[config.mk]
export PLATFORM = sky130hd
export DESIGN_NAME = axil_guard
export DESIGN_NICKNAME = d
export VERILOG_FILES = /design/src/rtl/axil_guard_pkg.sv /design/src/rtl/axil_guard_ledger.sv /design/src/rtl/axil_guard_wdog.sv /design/src/rtl/axil_guard_hold.sv /design/src/rtl/axil_guard.sv
export SDC_FILE = /design/constraint.sdc
export NUM_CORES = 1
export LEC_CHECK = 0
export BUFFER_PORTS_ARGS = -buffer_cell sky130_fd_sc_hd__buf_2
export CAP_MARGIN = 30
export CORE_AREA = 10 10 112 114
export DETAILED_ROUTE_END_ITERATION = 10
export DIE_AREA = 0 0 122 124
export GPL_TIMING_DRIVEN = 0
export PLACE_DENSITY = 0.82
export SETUP_SLACK_MARGIN = 0.2
export SYNTH_ARGS = -nofsm -noshare
export SYNTH_HDL_FRONTEND = slang
export SYNTH_SLANG_ARGS = --single-unit
[constraint.sdc]
create_clock -name clk -period 6.62 [get_ports clk]
set_clock_uncertainty 0.1 [all_clocks]
set_input_delay 1.655 -clock clk [delete_from_list [all_inputs] [get_ports clk]]
set_output_delay 1.655 -clock clk [all_outputs]
set_load 0.1 [all_outputs]
[src/rtl/axil_guard_pkg.sv]
`timescale 1ns/1ps
package axil_guard_pkg;
    typedef enum logic {
        ST_PASS    = 1'b0,
        ST_ISOLATE = 1'b1
    } guard_st_e;

    localparam logic [1:0] RESP_OKAY   = 2'b00;
    localparam logic [1:0] RESP_SLVERR = 2'b10;

    // request channel indices
    localparam int CH_AW    = 0;
    localparam int CH_W     = 1;
    localparam int CH_AR    = 2;
    localparam int N_REQ_CH = 3;

    // response channel indices
    localparam int MON_B    = 0;
    localparam int MON_R    = 1;
    localparam int N_RSP_CH = 2;
endpackage

[src/rtl/axil_guard_ledger.sv]
`timescale 1ns/1ps
// Counts requests accepted upstream and not yet answered on one channel.
module axil_guard_ledger #(
    parameter  int MAX_OUT = 4,
    localparam int CW      = $clog2(MAX_OUT + 1)
) (
    input  logic clk,
    input  logic rst_n,
    input  logic inc,
    input  logic dec,
    output logic full,
    output logic busy
);
    logic [CW-1:0] cnt_d, cnt_q;

    always_comb begin
        cnt_d = cnt_q;
        case ({inc, dec})
            2'b10:   cnt_d = cnt_q + CW'(1);
            2'b01:   cnt_d = cnt_q - CW'(1);
            default: cnt_d = cnt_q;
        endcase
    end

    always_ff @(posedge clk or negedge rst_n) begin
        if (!rst_n) cnt_q <= '0;
        else        cnt_q <= cnt_d;
    end

    assign full = (cnt_q == CW'(MAX_OUT));
    assign busy = (cnt_q != '0);
endmodule

[src/rtl/axil_guard_wdog.sv]
`timescale 1ns/1ps
// Counts cycles without progress while a response is owed.
module axil_guard_wdog #(
    parameter  int LIMIT = 16,
    localparam int TW    = $clog2(LIMIT + 1)
) (
    input  logic clk,
    input  logic rst_n,
    input  logic run,
    input  logic clear,
    output logic expired
);
    logic [TW-1:0] tmr_d, tmr_q;

    always_comb begin
        if (clear || !run)             tmr_d = '0;
        else if (tmr_q == TW'(LIMIT))  tmr_d = tmr_q;
        else                           tmr_d = tmr_q + TW'(1);
    end

    always_ff @(posedge clk or negedge rst_n) begin
        if (!rst_n) tmr_q <= '0;
        else        tmr_q <= tmr_d;
    end

    assign expired = run && (tmr_q == TW'(LIMIT));
endmodule

[src/rtl/axil_guard_hold.sv]
`timescale 1ns/1ps
// Flags a response that is withdrawn or altered while it waits for ready.
module axil_guard_hold #(
    parameter int PW = 34
) (
    input  logic          clk,
    input  logic          rst_n,
    input  logic          en,
    input  logic          valid,
    input  logic          ready,
    input  logic [PW-1:0] payload,
    output logic          bad
);
    logic          wait_d, wait_q;
    logic [PW-1:0] pl_d, pl_q;

    always_comb begin
        wait_d = en && valid && !ready;
        pl_d   = payload;
    end

    always_ff @(posedge clk or negedge rst_n) begin
        if (!rst_n) begin
            wait_q <= 1'b0;
            pl_q   <= '0;
        end else begin
            wait_q <= wait_d;
            pl_q   <= pl_d;
        end
    end

    assign bad = en && wait_q && (!valid || (payload != pl_q));
endmodule

[src/rtl/axil_guard.sv]
`timescale 1ns/1ps
module axil_guard
    import axil_guard_pkg::*;
#(
    parameter  int ADDR_W     = 32,
    parameter  int DATA_W     = 32,
    parameter  int MAX_OUT    = 4,
    parameter  int TIMEOUT    = 16,
    parameter  int RST_CYCLES = 4,
    parameter  bit RECOVER    = 1'b1,
    localparam int STRB_W     = DATA_W / 8,
    localparam int RW         = $clog2(RST_CYCLES + 1),
    localparam int PW         = DATA_W + 2
) (
    input  logic              clk,
    input  logic              rst_n,
    input  logic [ADDR_W-1:0] up_awaddr,
    input  logic [2:0]        up_awprot,
    input  logic              up_awvalid,
    output logic              up_awready,
    input  logic [DATA_W-1:0] up_wdata,
    input  logic [STRB_W-1:0] up_wstrb,
    input  logic              up_wvalid,
    output logic              up_wready,
    output logic [1:0]        up_bresp,
    output logic              up_bvalid,
    input  logic              up_bready,
    input  logic [ADDR_W-1:0] up_araddr,
    input  logic [2:0]        up_arprot,
    input  logic              up_arvalid,
    output logic              up_arready,
    output logic [DATA_W-1:0] up_rdata,
    output logic [1:0]        up_rresp,
    output logic              up_rvalid,
    input  logic              up_rready,
    output logic [ADDR_W-1:0] dn_awaddr,
    output logic [2:0]        dn_awprot,
    output logic              dn_awvalid,
    input  logic              dn_awready,
    output logic [DATA_W-1:0] dn_wdata,
    output logic [STRB_W-1:0] dn_wstrb,
    output logic              dn_wvalid,
    input  logic              dn_wready,
    input  logic [1:0]        dn_bresp,
    input  logic              dn_bvalid,
    output logic              dn_bready,
    output logic [ADDR_W-1:0] dn_araddr,
    output logic [2:0]        dn_arprot,
    output logic              dn_arvalid,
    input  logic              dn_arready,
    input  logic [DATA_W-1:0] dn_rdata,
    input  logic [1:0]        dn_rresp,
    input  logic              dn_rvalid,
    output logic              dn_rready,
    output logic              fault,
    output logic              dn_rst_n
);
    typedef struct packed {
        guard_st_e     st;
        logic [RW-1:0] rcnt;
        logic          fault;
    } ctl_t;

    ctl_t ctl_d, ctl_q;
    logic isolated;

    // ledgers of owed responses, one per request channel
    logic [N_REQ_CH-1:0] req_inc, req_dec, req_full, req_busy;
    logic wr_due, rd_due, up_b_hs, up_r_hs, drained;

    generate
        for (genvar g = 0; g < N_REQ_CH; g++) begin : g_ledger
            axil_guard_ledger #(.MAX_OUT(MAX_OUT)) u_ledger (
                .clk  (clk),
                .rst_n(rst_n),
                .inc  (req_inc[g]),
                .dec  (req_dec[g]),
                .full (req_full[g]),
                .busy (req_busy[g])
            );
        end
    endgenerate

    assign req_inc[CH_AW] = up_awvalid && up_awready;
    assign req_inc[CH_W]  = up_wvalid  && up_wready;
    assign req_inc[CH_AR] = up_arvalid && up_arready;
    assign up_b_hs        = up_bvalid  && up_bready;
    assign up_r_hs        = up_rvalid  && up_rready;
    assign req_dec[CH_AW] = up_b_hs;
    assign req_dec[CH_W]  = up_b_hs;
    assign req_dec[CH_AR] = up_r_hs;

    assign wr_due  = req_busy[CH_AW] && req_busy[CH_W];
    assign rd_due  = req_busy[CH_AR];
    assign drained = !(|req_busy);

    // response hold monitors
    logic [N_RSP_CH-1:0] mon_valid, mon_ready, hold_bad;
    logic [PW-1:0]       mon_pl [N_RSP_CH];

    assign mon_valid[MON_B] = dn_bvalid;
    assign mon_ready[MON_B] = dn_bready;
    assign mon_pl[MON_B]    = PW'(dn_bresp);
    assign mon_valid[MON_R] = dn_rvalid;
    assign mon_ready[MON_R] = dn_rready;
    assign mon_pl[MON_R]    = {dn_rresp, dn_rdata};

    generate
        for (genvar g = 0; g < N_RSP_CH; g++) begin : g_hold
            axil_guard_hold #(.PW(PW)) u_hold (
                .clk    (clk),
                .rst_n  (rst_n),
                .en     (!isolated),
                .valid  (mon_valid[g]),
                .ready  (mon_ready[g]),
                .payload(mon_pl[g]),
                .bad    (hold_bad[g])
            );
        end
    endgenerate

    // progress watchdogs, write and read
    logic [1:0] wd_run, wd_clr, wd_exp;

    assign wd_run[0] = !isolated && wr_due;
    assign wd_clr[0] = up_b_hs;
    assign wd_run[1] = !isolated && rd_due;
    assign wd_clr[1] = up_r_hs;

    generate
        for (genvar g = 0; g < 2; g++) begin : g_wdog
            axil_guard_wdog #(.LIMIT(TIMEOUT)) u_wdog (
                .clk    (clk),
                .rst_n  (rst_n),
                .run    (wd_run[g]),
                .clear  (wd_clr[g]),
                .expired(wd_exp[g])
            );
        end
    endgenerate

    logic unsolicited, violation;
    assign unsolicited = (dn_bvalid && !wr_due) || (dn_rvalid && !rd_due);
    assign violation   = !isolated && (unsolicited || (|hold_bad) || (|wd_exp));

    // datapath steering
    always_comb begin
        dn_awaddr  = up_awaddr;
        dn_awprot  = up_awprot;
        dn_wdata   = up_wdata;
        dn_wstrb   = up_wstrb;
        dn_araddr  = up_araddr;
        dn_arprot  = up_arprot;
        if (!isolated) begin
            dn_awvalid = up_awvalid && !req_full[CH_AW];
            up_awready = dn_awready && !req_full[CH_AW];
            dn_wvalid  = up_wvalid  && !req_full[CH_W];
            up_wready  = dn_wready  && !req_full[CH_W];
            dn_arvalid = up_arvalid && !req_full[CH_AR];
            up_arready = dn_arready && !req_full[CH_AR];
            up_bvalid  = dn_bvalid && wr_due;
            up_bresp   = dn_bresp;
            dn_bready  = up_bready && wr_due;
            up_rvalid  = dn_rvalid && rd_due;
            up_rdata   = dn_rdata;
            up_rresp   = dn_rresp;
            dn_rready  = up_rready && rd_due;
        end else begin
            dn_awvalid = 1'b0;
            dn_wvalid  = 1'b0;
            dn_arvalid = 1'b0;
            up_awready = !req_full[CH_AW];
            up_wready  = !req_full[CH_W];
            up_arready = !req_full[CH_AR];
            up_bvalid  = wr_due;
            up_bresp   = RESP_SLVERR;
            dn_bready  = 1'b1;
            up_rvalid  = rd_due;
            up_rdata   = '0;
            up_rresp   = RESP_SLVERR;
            dn_rready  = 1'b1;
        end
    end

    // control state
    always_comb begin
        ctl_d = ctl_q;
        case (ctl_q.st)
            ST_PASS: begin
                if (violation) begin
                    ctl_d.st    = ST_ISOLATE;
                    ctl_d.rcnt  = '0;
                    ctl_d.fault = 1'b1;
                end
            end
            ST_ISOLATE: begin
                if (ctl_q.rcnt != RW'(RST_CYCLES))
                    ctl_d.rcnt = ctl_q.rcnt + RW'(1);
                else if (RECOVER && drained)
                    ctl_d.st = ST_PASS;
            end
            default: ctl_d.st = ST_PASS;
        endcase
    end

    always_ff @(posedge clk or negedge rst_n) begin
        if (!rst_n) ctl_q <= '{st: ST_PASS, rcnt: '0, fault: 1'b0};
        else        ctl_q <= ctl_d;
    end

    assign isolated = (ctl_q.st == ST_ISOLATE);
    assign fault    = ctl_q.fault;
    assign dn_rst_n = rst_n && !(RECOVER && isolated && (ctl_q.rcnt != RW'(RST_CYCLES)));
endmodule

# [After elaboration in Yosys (flattened, before gate mapping)]
# Index checks and enable logic that the tools add are counted.
[word_totals] regBits=62 out_inout_bits=154 elab_cells=129
[classes] add_sub_neg=9 n_eq_ne=18 n_mux=25 bitwise_logic=1 reduce_logical=64
[ops] op="$ne A34 B34 Y1" count=1
[ops] op="$logic_and A1 B1 Y1" count=33
[ops] op="$mux W32" count=1
[ops] op="$mux W5" count=5
[ops] op="$pmux W3 S2" count=3
[ops] op="$logic_not A1 Y1" count=13
[ops] op="$add A3 B1 Y3 const B" count=4
[ops] op="$mux W1" count=12
[ops] op="$add A5 B1 Y5 const B" count=2
[ops] op="$eq A5 B5 Y1 const B" count=2
[ops] op="$eq A3 B3 Y1 const B" count=3
[ops] op="$reduce_bool A3 Y1" count=3
[ops] op="$sub A3 B1 Y3 const B" count=3
[ops] op="$pmux W4 S2" count=1
[ops] op="$logic_or A1 B1 Y1" count=7
[ops] op="$eq A2 B1 Y1 const B" count=3
[ops] op="$eq A2 B2 Y1 const B" count=3
[ops] op="$ne A2 B1 Y1 const B" count=3
[ops] op="$reduce_bool A2 Y1" count=3
[ops] op="$mux W2" count=2
[ops] op="$reduce_and A2 Y1" count=2
[ops] op="$reduce_or A2 Y1" count=2
[ops] op="$mux W3" count=1
[ops] op="$ne A3 B3 Y1 const B" count=1
[ops] op="4 further kinds" count=4

# [Longest topological paths before layout]
[depth] depth_word=10 mapped_depth=10

# [Hierarchy]
# From an unflattened synthesis, not the netlist that was laid out.
[hier_totals] hier_cells=474 area_unflattened_um2=5182.5
[modules_own_cells] module="axil_guard_hold" n_inst=2 cells_each=84 area_per_inst_um2=1260.0 seq_area_each_um2=875.8
[modules_own_cells] module="axil_guard" n_inst=1 cells_each=202 area_per_inst_um2=1486.4 seq_area_each_um2=125.1
[modules_own_cells] module="axil_guard_wdog" n_inst=2 cells_each=28 area_per_inst_um2=325.3 seq_area_each_um2=125.1
[modules_own_cells] module="axil_guard_ledger" n_inst=3 cells_each=16 area_per_inst_um2=175.2 seq_area_each_um2=75.1

# [Worst setup path after synthesis]
# No wires, ideal clock.
[synth_path] kind="input -> output" from="in dn_bvalid" to="out up_bvalid" arrival_ns=4.014 slack_ns=0.851 cell_stages=2 path_buffers=0 path_cell_list="inv_1 a211oi_1"
[synth_via] elab_chain_cells=2
[synth_lines] item="from (decl)" line_no="axil_guard.sv:45" rtl="input logic dn_bvalid,"
[synth_lines] item="$logic_and A1 B1 Y1" line_no="axil_guard.sv:161" rtl="up_bvalid = dn_bvalid && wr_due;"
[synth_lines] item="$mux W1" line_no="axil_guard.sv:154" rtl="if (!isolated) begin"
[synth_lines] item="to (decl)" line_no="axil_guard.sv:26" rtl="output logic up_bvalid,"
# No other way between the ends.

# [Worst setup path after layout]
[layout_path] from="in rst_n" to="out dn_rst_n"
[layout_via] elab_chain_cells=1
[layout_lines] item="from (decl)" line_no="axil_guard.sv:16" rtl="input logic rst_n,"
[layout_lines] item="$logic_and A1 B1 Y1" line_no="axil_guard.sv:213" rtl="assign dn_rst_n = rst_n && !(RECOVER && isolated && (ctl_q.rcnt != RW'(RST_CYCLES)));"
[layout_lines] item="to (decl)" line_no="axil_guard.sv:56" rtl="output logic dn_rst_n"
# No other way between the ends.

==> flow_metrics.tcl <==
set metrics [dict create \
    wl_mm 13.6 \
    syn-num-nets 556 \
    synth_flop_cell "dfrtp_1" \
    crit_cells 3 \
    dieArea_sq_um 15100 \
    cp_common_cell "buf_2" \
    cap_violations 0 \
    crit_path_end "dn_rst_n" \
    drt-initial-drc-count 101 \
    overflow 0 \
    synthSimpleGateAreaFrac 0.150 \
    grt_pass1_wl_mm 19.4 \
    synthMuxAreaShare 0.0104 \
    synth_compound_area_frac 0.0369 \
    vias 3338 \
    dp.final_hpwl_mm 11.7 \
    insertion_delay_ns 0.34 \
    crit_required_ns 4.87 \
    min_period_ns 4.64 \
    root_buffer "clkbuf_8" \
    drv_slew 0 \
    synth-edff-count 0 \
    grt_usage 0.163 \
    grt_start_max_net_pins 40 \
    hold_buffers 0 \
    status "completed" \
    ir_drop_mv 0.134 \
    cts_sinks 62 \
    drive_gt1_frac 0.543 \
    synth_common_cells "buf_4 (106), dfrtp_1 (62), xnor2_1 (39), nor2b_1 (35), nor2_1 (24)" \
    viasPerCell 4.49 \
    drt.antenna.violating_nets 0 \
    post_synth_num_cell_types 37 \
    synth_top_family_by_area "buffers and inverters" \
    dp_cells 728 \
    r2r_cells 9 \
    wl_per_cell_um 18.2 \
    rsz0062_at_grt "false" \
    synthToLayoutAreaGrowth_pct 36.4 \
    synth_seq_cells 62 \
    finalHoldViolCount 0 \
    final_area_sq_um 5230 \
    fin_util 0.511 \
    setup_tns_ns 0 \
    antenna_found_initial 1 \
    cts_tree "yes" \
    finalWeightedCongestion 0.971 \
    postPlaceCellArea_sq_um 5030 \
    pin_count 308 \
    start_util 0.375 \
    tightest_slew_ns 0.627 \
    core.rowCount 37 \
    reg2reg_from "isolated$_DFF_PN0_" \
    yosysMostFrequentCell "buf_4" \
    worstSetupEndpointType "primary output" \
    firstDrtPassIters 5 \
    die_h_um 124 \
    fmax_ghz 0.216 \
    crit_type "in2out" \
    clockBufferDepth 2 \
    cp_top_family "buffers and inverters" \
    cp_num_buf_inv 2 \
    holdCritPathClass "reg2reg" \
    stdcell_count 744 \
    startpoint_type "primary input" \
    critPathMaxFanout 25 \
    path_cells "buf_2 > a21boi_0 > buf_2" \
    netlist_instances 390 \
    relSlewSlack 0.582 \
    ctsResizeCount 0 \
    ys_seq_area_frac 0.404 \
    cpPeakStageDelay_ns 0.47 \
    crit_start "rst_n" \
    diodes 0 \
    syn_area_per_cell_sq_um 9.84 \
    yosys-top-cells-area "dfrtp_1 (40%), buf_4 (21%), xnor2_1 (8.9%)" \
    finalCritPeriodShare 0.700 \
    synth.top_cell.area_share 0.404 \
    cts_buffers 9 \
    leakagePower_nw 2.71 \
    port_buffers 201 \
    h-tree-depth 3 \
    yosys_warnings 0 \
    nets 769 \
    r2r_slack_ns 4.05 \
    synth_top_area_cell "dfrtp_1" \
    route.detailed.drc 0 \
    p_per_area_nw_per_um2 317 \
    mappedNetlistArea_sq_um 3840 \
    synthXorXnorAreaFrac 0.123 \
    core-area_sq_um 10200 \
    setup_viol 0 \
    synth_fa_ha_area_frac 0.0450 \
    clk_pin_slew_worst_paths_ns 0.07 \
    r2r-end "g_ledger[1].u_ledger.cnt_q[2]$_DFFE_PN0P_" \
    slowest_stage "buf_2" \
    die_w_um 122 \
    worstPathArrival_ns 2.88 \
    grt_pass1_vias 3610 \
    ys_async_sr_fraction 1.00 \
    postCtsSetupRepairBufs 0 \
]
==> cell usage in the layout, fill, tap and decap left out, drive strengths merged, types with 2 or more instances in the layout <==
| cell type | n |
|---|---|
| nor2 | 25 |
| xnor2 | 39 |
| xor2 | 15 |
| a21oi | 11 |
| or2 | 2 |
| nor2b | 35 |
| clkinv | 3 |
| clkinvlp | 2 |
| nand2 | 17 |
| buf | 308 |
| mux2i | 4 |
| ha | 9 |
| clkbuf | 16 |
| nand4 | 8 |
| inv | 17 |
| dfrtp | 62 |
| nand3 | 6 |
| fa | 3 |
| nor3 | 7 |
| nor4 | 3 |
==> sequential cells by signal, indices dropped and copies added (netlist names) <==
name / count
g_hold.u_hold.wait_q: 2
isolated: 1
g_ledger.u_ledger.cnt_q: 9
g_wdog.u_wdog.tmr_q: 10
ctl_q: 3
fault: 1
g_hold.u_hold.pl_q: 36
==> how the worst min path moves through the flow <==
stage               slack [ns]                                      start  cells past startpoint                                        end
finish                    0.39                          fault$_DFFE_PN0P_                      1                          fault$_DFFE_PN0P_
detailed placement        0.38                          fault$_DFFE_PN0P_                      1                          fault$_DFFE_PN0P_
global placement          0.36                          fault$_DFFE_PN0P_                      1                          fault$_DFFE_PN0P_
CTS                       0.39                          fault$_DFFE_PN0P_                      1                          fault$_DFFE_PN0P_
global route              0.42                          fault$_DFFE_PN0P_                      1                          fault$_DFFE_PN0P_
floorplan                 0.38  g_ledger[0].u_ledger.cnt_q[2]$_DFFE_PN0P_                      1  g_ledger[0].u_ledger.cnt_q[2]$_DFFE_PN0P_
==> kinds of logic after synthesis <==
| logic type | Yosys count |
|---|---|
| buf+inv | 129 |
| simple gates | 107 |
| flops | 62 |
| xor+xnor | 54 |
| compound gates | 22 |
| fa+ha+maj | 12 |
| mux | 4 |
==> routing by layer <==
metal	routed length [um]	global-route usage	part of all wire
met3	1550	0.0760	0.11
met4	185	0.0462	0.014
met2	7220	0.302	0.53
met5	13	0	0.00096
met1	4600	0.160	0.34
==> power breakdown <==
group | switching (mW) | total [mW] | internal (mW)
logic | 0.620 | 0.844 | 0.223
registers | 0.0519 | 0.485 | 0.433
clock network | 0.148 | 0.333 | 0.184
total | 0.821 | 1.66 | 0.840
==> through the flow <==
stage / hold WS (ns) / worst slack (ns) / power (mW)
floorplan: 0.384 / 0.851 / 1.18
global placement: 0.361 / 1.27 / 1.31
detailed placement: 0.376 / 1.90 / 1.34
CTS: 0.393 / 1.90 / 1.68
global route: 0.417 / 1.86 / 1.75
finish: 0.387 / 1.98 / 1.66
==> area by class of cell <==
cell class                 count  area (sq um)
sequential                    62          1550
inverter                      18          67.6
multi-input combinational    199          1400
clock buffer                  11           141
clock inverter                 5          58.8
buffer                       111           815
fill                         953          5000
timing repair buffer         202          1030
tap                          136           170
(Power assumes the default switching activity.)
